--- src/rtl/dac_dbuf_pkg.sv ---
package dac_dbuf_pkg;

    typedef enum logic [1:0] {
        OP_WRITE      = 2'd0,
        OP_WRITE_LOAD = 2'd1,
        OP_LOAD       = 2'd2,
        OP_CONFIG     = 2'd3
    } op_e;

    typedef enum logic [1:0] {
        PD_ON   = 2'd0,
        PD_1K   = 2'd1,
        PD_100K = 2'd2,
        PD_HIZ  = 2'd3
    } pd_e;

    typedef enum logic [1:0] {
        CLR_ZERO  = 2'd0,
        CLR_MID   = 2'd1,
        CLR_FULL  = 2'd2,
        CLR_ZERO2 = 2'd3
    } clr_e;

    function automatic logic [15:0] clear_code(input clr_e sel, input logic [15:0] mask);
        unique case (sel)
            CLR_MID:  clear_code = 16'h8000;
            CLR_FULL: clear_code = mask;
            default:  clear_code = 16'h0000;
        endcase
    endfunction

endpackage

--- src/rtl/dac_aux_fsm.sv ---
module dac_aux_fsm
    import dac_dbuf_pkg::*;
#(
    parameter int MIN_PW  = 4,
    parameter int REMOVAL = 20
) (
    input  logic clk,
    input  logic rst_n,
    input  logic aux_n,
    input  logic mode_load,
    output logic fire_clr,
    output logic fire_load,
    output logic clr_hold,
    output logic start_ok
);
    localparam int CMAX = (MIN_PW > REMOVAL) ? MIN_PW : REMOVAL;
    localparam int CW   = $clog2(CMAX + 1);

    typedef enum logic [1:0] {ST_IDLE, ST_FILTER, ST_ACTIVE, ST_RECOVER} st_e;

    st_e           state_q, state_d;
    logic [CW-1:0] cnt_q, cnt_d;
    logic          sync1_q, aux_s2;
    logic          kind_clr_q;
    logic          qualify;

    always_ff @(posedge clk or negedge rst_n) begin
        if (!rst_n) begin
            sync1_q <= 1'b1;
            aux_s2  <= 1'b1;
        end else begin
            sync1_q <= aux_n;
            aux_s2  <= sync1_q;
        end
    end

    assign qualify = (state_q == ST_FILTER) && !aux_s2 && (cnt_q == CW'(MIN_PW - 1));

    always_comb begin
        state_d = state_q;
        cnt_d   = cnt_q;
        unique case (state_q)
            ST_IDLE: if (!aux_s2) begin
                state_d = ST_FILTER;
                cnt_d   = CW'(1);
            end
            ST_FILTER: begin
                if (aux_s2)       state_d = ST_IDLE;
                else if (qualify) state_d = ST_ACTIVE;
                else              cnt_d   = cnt_q + CW'(1);
            end
            ST_ACTIVE: if (aux_s2) begin
                if (kind_clr_q) begin
                    state_d = ST_RECOVER;
                    cnt_d   = '0;
                end else begin
                    state_d = ST_IDLE;
                end
            end
            ST_RECOVER: begin
                if (cnt_q == CW'(REMOVAL - 1)) state_d = ST_IDLE;
                else                           cnt_d   = cnt_q + CW'(1);
            end
            default: state_d = ST_IDLE;
        endcase
    end

    always_ff @(posedge clk or negedge rst_n) begin
        if (!rst_n) begin
            state_q    <= ST_IDLE;
            cnt_q      <= '0;
            kind_clr_q <= 1'b0;
        end else begin
            state_q <= state_d;
            cnt_q   <= cnt_d;
            if (qualify) kind_clr_q <= !mode_load;
        end
    end

    always_comb begin
        fire_clr  = qualify && !mode_load;
        fire_load = qualify && mode_load;
        clr_hold  = (state_q == ST_ACTIVE) && kind_clr_q;
        start_ok  = !(clr_hold || (state_q == ST_RECOVER));
    end

    a_r7_fire_after_low: assert property (@(posedge clk) disable iff (!rst_n)
        (fire_clr || fire_load) |-> (!aux_s2 && $past(!aux_s2)));

    a_r10_recover_blocks: assert property (@(posedge clk) disable iff (!rst_n)
        (state_q == ST_RECOVER && cnt_q != CW'(REMOVAL - 1)) |=> !start_ok);

endmodule

--- src/rtl/dac_regs.sv ---
module dac_regs
    import dac_dbuf_pkg::*;
#(
    parameter int RES_BITS = 16
) (
    input  logic        clk,
    input  logic        rst_n,
    input  logic        cmd_valid,
    input  logic [1:0]  cmd_op,
    input  logic [15:0] cmd_data,
    input  logic        fire_clr,
    input  logic        fire_load,
    input  logic        clr_hold,
    output logic [15:0] dac_q,
    output logic [1:0]  pd_out,
    output logic        mode_load
);
    localparam logic [15:0] CODE_MASK = ~((16'd1 << (16 - RES_BITS)) - 16'd1);

    op_e         op;
    pd_e         pd_q;
    clr_e        sel_q;
    logic        load_mode_q;
    logic [15:0] code_q, dac_d, wr_code, clr_val;

    assign op        = op_e'(cmd_op);
    assign wr_code   = cmd_data & CODE_MASK;
    assign clr_val   = clear_code(sel_q, CODE_MASK);
    assign pd_out    = pd_q;
    assign mode_load = load_mode_q;

    always_ff @(posedge clk or negedge rst_n) begin
        if (!rst_n) begin
            code_q      <= '0;
            pd_q        <= PD_ON;
            sel_q       <= CLR_ZERO;
            load_mode_q <= 1'b0;
        end else if (cmd_valid) begin
            if (op == OP_WRITE || op == OP_WRITE_LOAD) code_q <= wr_code;
            if (op == OP_CONFIG) begin
                load_mode_q <= cmd_data[0];
                sel_q       <= clr_e'(cmd_data[2:1]);
                pd_q        <= pd_e'(cmd_data[4:3]);
            end
        end
    end

    always_comb begin
        dac_d = dac_q;
        if (pd_q != PD_ON)                                dac_d = dac_q;
        else if (fire_clr || clr_hold)                    dac_d = clr_val;
        else if (fire_load)                               dac_d = code_q;
        else if (cmd_valid && op == OP_WRITE_LOAD)        dac_d = wr_code;
        else if (cmd_valid && op == OP_LOAD)              dac_d = code_q;
    end

    always_ff @(posedge clk or negedge rst_n) begin
        if (!rst_n) dac_q <= '0;
        else        dac_q <= dac_d;
    end

    a_r11_pd_hold: assert property (@(posedge clk) disable iff (!rst_n)
        (pd_q != PD_ON) |=> $stable(dac_q));

    a_r8_clear_hold: assert property (@(posedge clk) disable iff (!rst_n)
        (clr_hold && pd_q == PD_ON) |=> (dac_q == $past(clr_val)));

    a_r5_code_mask: assert property (@(posedge clk) disable iff (!rst_n)
        ((dac_q & ~CODE_MASK) == 16'd0) && ((code_q & ~CODE_MASK) == 16'd0));

endmodule

--- src/rtl/dac_dbuf_ctrl.sv ---
module dac_dbuf_ctrl
    import dac_dbuf_pkg::*;
#(
    parameter int RES_BITS        = 16,
    parameter int AUX_MIN_PW      = 4,
    parameter int CLR_REMOVAL_CYC = 20
) (
    input  logic        clk,
    input  logic        rst_n,
    input  logic        cmd_valid,
    input  logic [1:0]  cmd_op,
    input  logic [15:0] cmd_data,
    input  logic        aux_n,
    output logic [15:0] dac_code,
    output logic [1:0]  pd_sel,
    output logic        start_ok
);
    logic fire_clr, fire_load, clr_hold, mode_load;

    dac_aux_fsm #(
        .MIN_PW (AUX_MIN_PW),
        .REMOVAL(CLR_REMOVAL_CYC)
    ) u_aux (
        .clk      (clk),
        .rst_n    (rst_n),
        .aux_n    (aux_n),
        .mode_load(mode_load),
        .fire_clr (fire_clr),
        .fire_load(fire_load),
        .clr_hold (clr_hold),
        .start_ok (start_ok)
    );

    dac_regs #(
        .RES_BITS(RES_BITS)
    ) u_regs (
        .clk      (clk),
        .rst_n    (rst_n),
        .cmd_valid(cmd_valid),
        .cmd_op   (cmd_op),
        .cmd_data (cmd_data),
        .fire_clr (fire_clr),
        .fire_load(fire_load),
        .clr_hold (clr_hold),
        .dac_q    (dac_code),
        .pd_out   (pd_sel),
        .mode_load(mode_load)
    );

    a_r1_write_only_no_dac: assert property (@(posedge clk) disable iff (!rst_n)
        (cmd_valid && cmd_op == OP_WRITE && !fire_clr && !fire_load && !clr_hold)
        |=> $stable(dac_code));

endmodule

--- config.mk ---
export PLATFORM = sky130hd
export DESIGN_NAME = dac_dbuf_ctrl
export DESIGN_NICKNAME = d
export VERILOG_FILES = /design/src/rtl/dac_dbuf_pkg.sv /design/src/rtl/dac_aux_fsm.sv /design/src/rtl/dac_regs.sv /design/src/rtl/dac_dbuf_ctrl.sv
export SDC_FILE = /design/constraint.sdc
export NUM_CORES = 1
export LEC_CHECK = 0
export BUFFER_PORTS_ARGS = -buffer_cell sky130_fd_sc_hd__buf_2
export CORE_MARGIN = 4
export CORE_UTILIZATION = 24
export DETAILED_ROUTE_END_ITERATION = 8
export GPL_TIMING_DRIVEN = 0
export PLACE_DENSITY = 0.41
export SYNTH_ARGS = -nofsm -noshare
export SYNTH_HDL_FRONTEND = slang
export SYNTH_SLANG_ARGS = --single-unit
--- constraint.sdc ---
create_clock -name clk -period 2.3 [get_ports clk]
set_input_delay 0.46 -clock clk [delete_from_list [all_inputs] [get_ports clk]]
set_output_delay 0.46 -clock clk [all_outputs]
set_load 0.03 [all_outputs]
==> run summary <==
Crit Reg-Reg Endpoint: u_regs.dac_q[10]
initial antenna violation count: 0
total CTS buffers: 5
share of flip-flops with an asynchronous set or reset: 1.00
final worst slack: 0.134 ns
IO Port Bufs: 40
worst ir drop on vdd: 477 µV
Setup crit end: u_regs.dac_q[10]
TritonCTS clock tree: done
post-synthesis cell count: 166
routed vias/inst: 4.81
DRT antenna net count: 0
number of synthesized flops with an enable pin: 0
cts hold-fix bufs: 0
Synth Flop Type: dfrtp_1
status: completed
hold path cells: 1
clock share of power: 0.179
GRT Util Overall: 0.113
Hold Violations, Final: 0
RSZ-0062 raised after global routing: no
largest net degree at the start of global routing: 48
sequential share of power: 0.430
Synth Net Count: 190
Clock Latency Late Sink: 0.30 ns
worst-path cell chain: ha_1 -> or3b_2 -> o221a_4 -> a2111oi_4 -> buf_4 -> a2bb2oi_1
vias in the first global route: 1748
sequential fraction of the synthesis area: 0.542
Die H: 103 µm
min cycle time layout: 2.17 ns
Ports: 41
dpl cells: 314
Yosys warning count: 0
worst path required time: 2.48 ns
Power Dens Cells: 1090 nW/µm²
die footprint: 10600 µm²
CP arrival: 2.34 ns
Setup-failing EPs final: 0
Placer Congestion: 0.692
FF-to-FF Start: u_aux.cnt_q[0]
CTS clk-pin slew, worst paths: 0.09 ns
DIE WIDTH: 103 µm
register area: 1180 µm²
initial DRC count: 24
core area: 8760 µm²
worst r2r path cells: 6
H-tree depth: 2
Post-DP HPWL: 3.76 mm
Seq cells post-synth: 47
DRT Wirelength: 5.45 mm
crit-path max FO: 5
Syn Std Cell Area: 2170 µm²
pre-CTS WS: -0.536 ns
Max Slew Vio Count: 0
Tightest Pin Transition: 1.09 ns
r2r setup slk: 0.13 ns
first-pass GRT wire length: 9.12 mm
Starting Density: 0.248
worst setup path start: u_aux.cnt_q[0]
fill cell count: 926
n_diodes: 0
CTS Buffer Depth: 2
Final period util: 0.942
max-cap violation count: 0
Pre-Repair DR Iteration Count: 4
clk_skew: 0.0155 ns
area occupied by multi-input gates: 953 µm²
Slew HR: 0.277
commonest cells after routing, fill and taps aside: 45 x dfrtp_1, 40 x buf_2, 22 x mux2_2
final core occ: 0.303
CP Launch Type: flip-flop
clk root buf: clkbuf_8
Fmax: 462 MHz
Combinational Power Share: 0.390
nets: 239
Avg WL per Cell: 16.8 µm
post-synth cell types: 37
Sw Share: 0.395
Net Switching: 1.14 mW
crit path capture type: flip-flop
share of cells above drive strength 1: 0.417
setup TNS: 0 ns
Remaining DRCs: 0
CP max stage delay: 0.52 ns
via count: 1558
P_int: 1.75 mW
mean post-synth cell area: 13.1 µm²
slowest cell on the critical path: or3b_2
critical path class: reg -> reg
P_leak: 1.14 nW
total gr overflow: 0
Hold Crit Class: in -> reg
Sink Count: 47
Finished Layout Cells: 324
P&R area growth vs syn: 22.2%
commonest non-fill, non-tap cell in the layout: dfrtp_1
Rows: 34
## critical path: cells and delay by family, from the launching register on
family                     cells  cell delay [ns]
adders and majority gates      1             0.25
and+or+nand+nor                1             0.52
DFF                            1             0.40
AOI/OAI and AO/OA              3             0.65
buffers and inverters          1             0.22
## worst min path at each step
| stage | start | to |
|---|---|---|
| 4_1_cts | aux_n | u_aux.sync1_q |
| 5_1_grt | aux_n | u_aux.sync1_q |
| 2_1_floorplan | rst_n | u_aux.cnt_q[0] |
| 3_3_place_gp | u_aux.sync1_q | u_aux.aux_s2 |
| 3_5_place_dp | u_aux.sync1_q | u_aux.aux_s2 |
| 6_report | aux_n | u_aux.sync1_q |
## cell families after synthesis
logic type / count (synthesis) / share of synthesized area
AOI/OAI and AO/OA: 47 / 0.196
xor gates and xnor gates: 2 / 0.00806
adders and majority gates: 2 / 0.0115
buffers and inverters: 16 / 0.0351
and+or+nand+nor: 27 / 0.0789
muxes: 25 / 0.128
DFF: 47 / 0.542
## flip-flops by register name, summed over array words and instances (netlist names)
register          count
u_aux.sync1_q         1
u_regs.dac_q         16
u_aux.cnt_q           5
u_aux.state_q         2
u_regs.sel_q          2
u_regs.pd_out         2
u_aux.kind_clr_q      1
u_aux.aux_s2          1
u_regs.code_q        16
u_regs.mode_load      1
## final cells by class
| type | count | area share |
|---|---|---|
| inverters | 7 | 0.00990 |
| clock inverters | 2 | 0.00660 |
| well taps | 108 | 0.0509 |
| multi-input cells | 103 | 0.359 |
| flip-flops and latches | 47 | 0.444 |
| plain buffers | 9 | 0.0212 |
| clock buffers | 6 | 0.0273 |
| repair buffers | 42 | 0.0811 |
## through the flow
stage               area [µm²]  hold slack, ns  power [mW]
global placement          2510           0.347        2.37
floorplan                 2170           0.164        2.04
finish                    2660           0.256        2.90
detailed placement        2510           0.351        2.38
CTS                       2650           0.244        2.94
global route              2660           0.233        3.12
## per-layer routing
| layer | part of all wire | track usage | vias up | routed length, µm |
|---|---|---|---|---|
| li1 | - | - | 741 | - |
| met1 | 0.47 | 0.148 | 784 | 2550 |
| met2 | 0.48 | 0.180 | 31 | 2590 |
| met3 | 0.051 | 0.0386 | 2 | 280 |
| met4 | 0.0042 | 0.0269 | 0 | 23 |
| met5 | 0 | 0 | - | 0 |
## what timing repair did
item                                    in CTS  in global routing
buffers inserted                             2                  0
pin swaps                                    2                  0
endpoints found under the setup margin      16                 14
gates resized for setup                      7                  4
## Yosys cell counts, types with 2 or more instances
cell | count | area share
a222oi_1 | 2 | 0.0092
a2bb2oi_1 | 15 | 0.060
buf_6 | 2 | 0.010
clkbuf_1 | 6 | 0.010
dfrtp_1 | 45 | 0.52
dfstp_2 | 2 | 0.024
ha_1 | 2 | 0.012
inv_1 | 7 | 0.012
mux2_2 | 22 | 0.11
mux2i_1 | 3 | 0.014
nand2_1 | 9 | 0.016
nand2b_1 | 4 | 0.012
nand3_1 | 2 | 0.0046
nand4_1 | 2 | 0.0058
o21ai_0 | 5 | 0.012
o221ai_1 | 16 | 0.064
xnor2_1 | 2 | 0.0081
## power by group through the flow
stage                     clock network [mW]  registers, mW  logic (mW)
after floorplan                            0           1.52       0.518
after global placement                     0           1.26        1.11
after detailed placement                   0           1.26        1.12
after CTS                              0.544           1.25        1.15
after global routing                   0.579           1.29        1.25
final                                  0.520           1.25        1.13
Power figures use the tool's default switching activity.
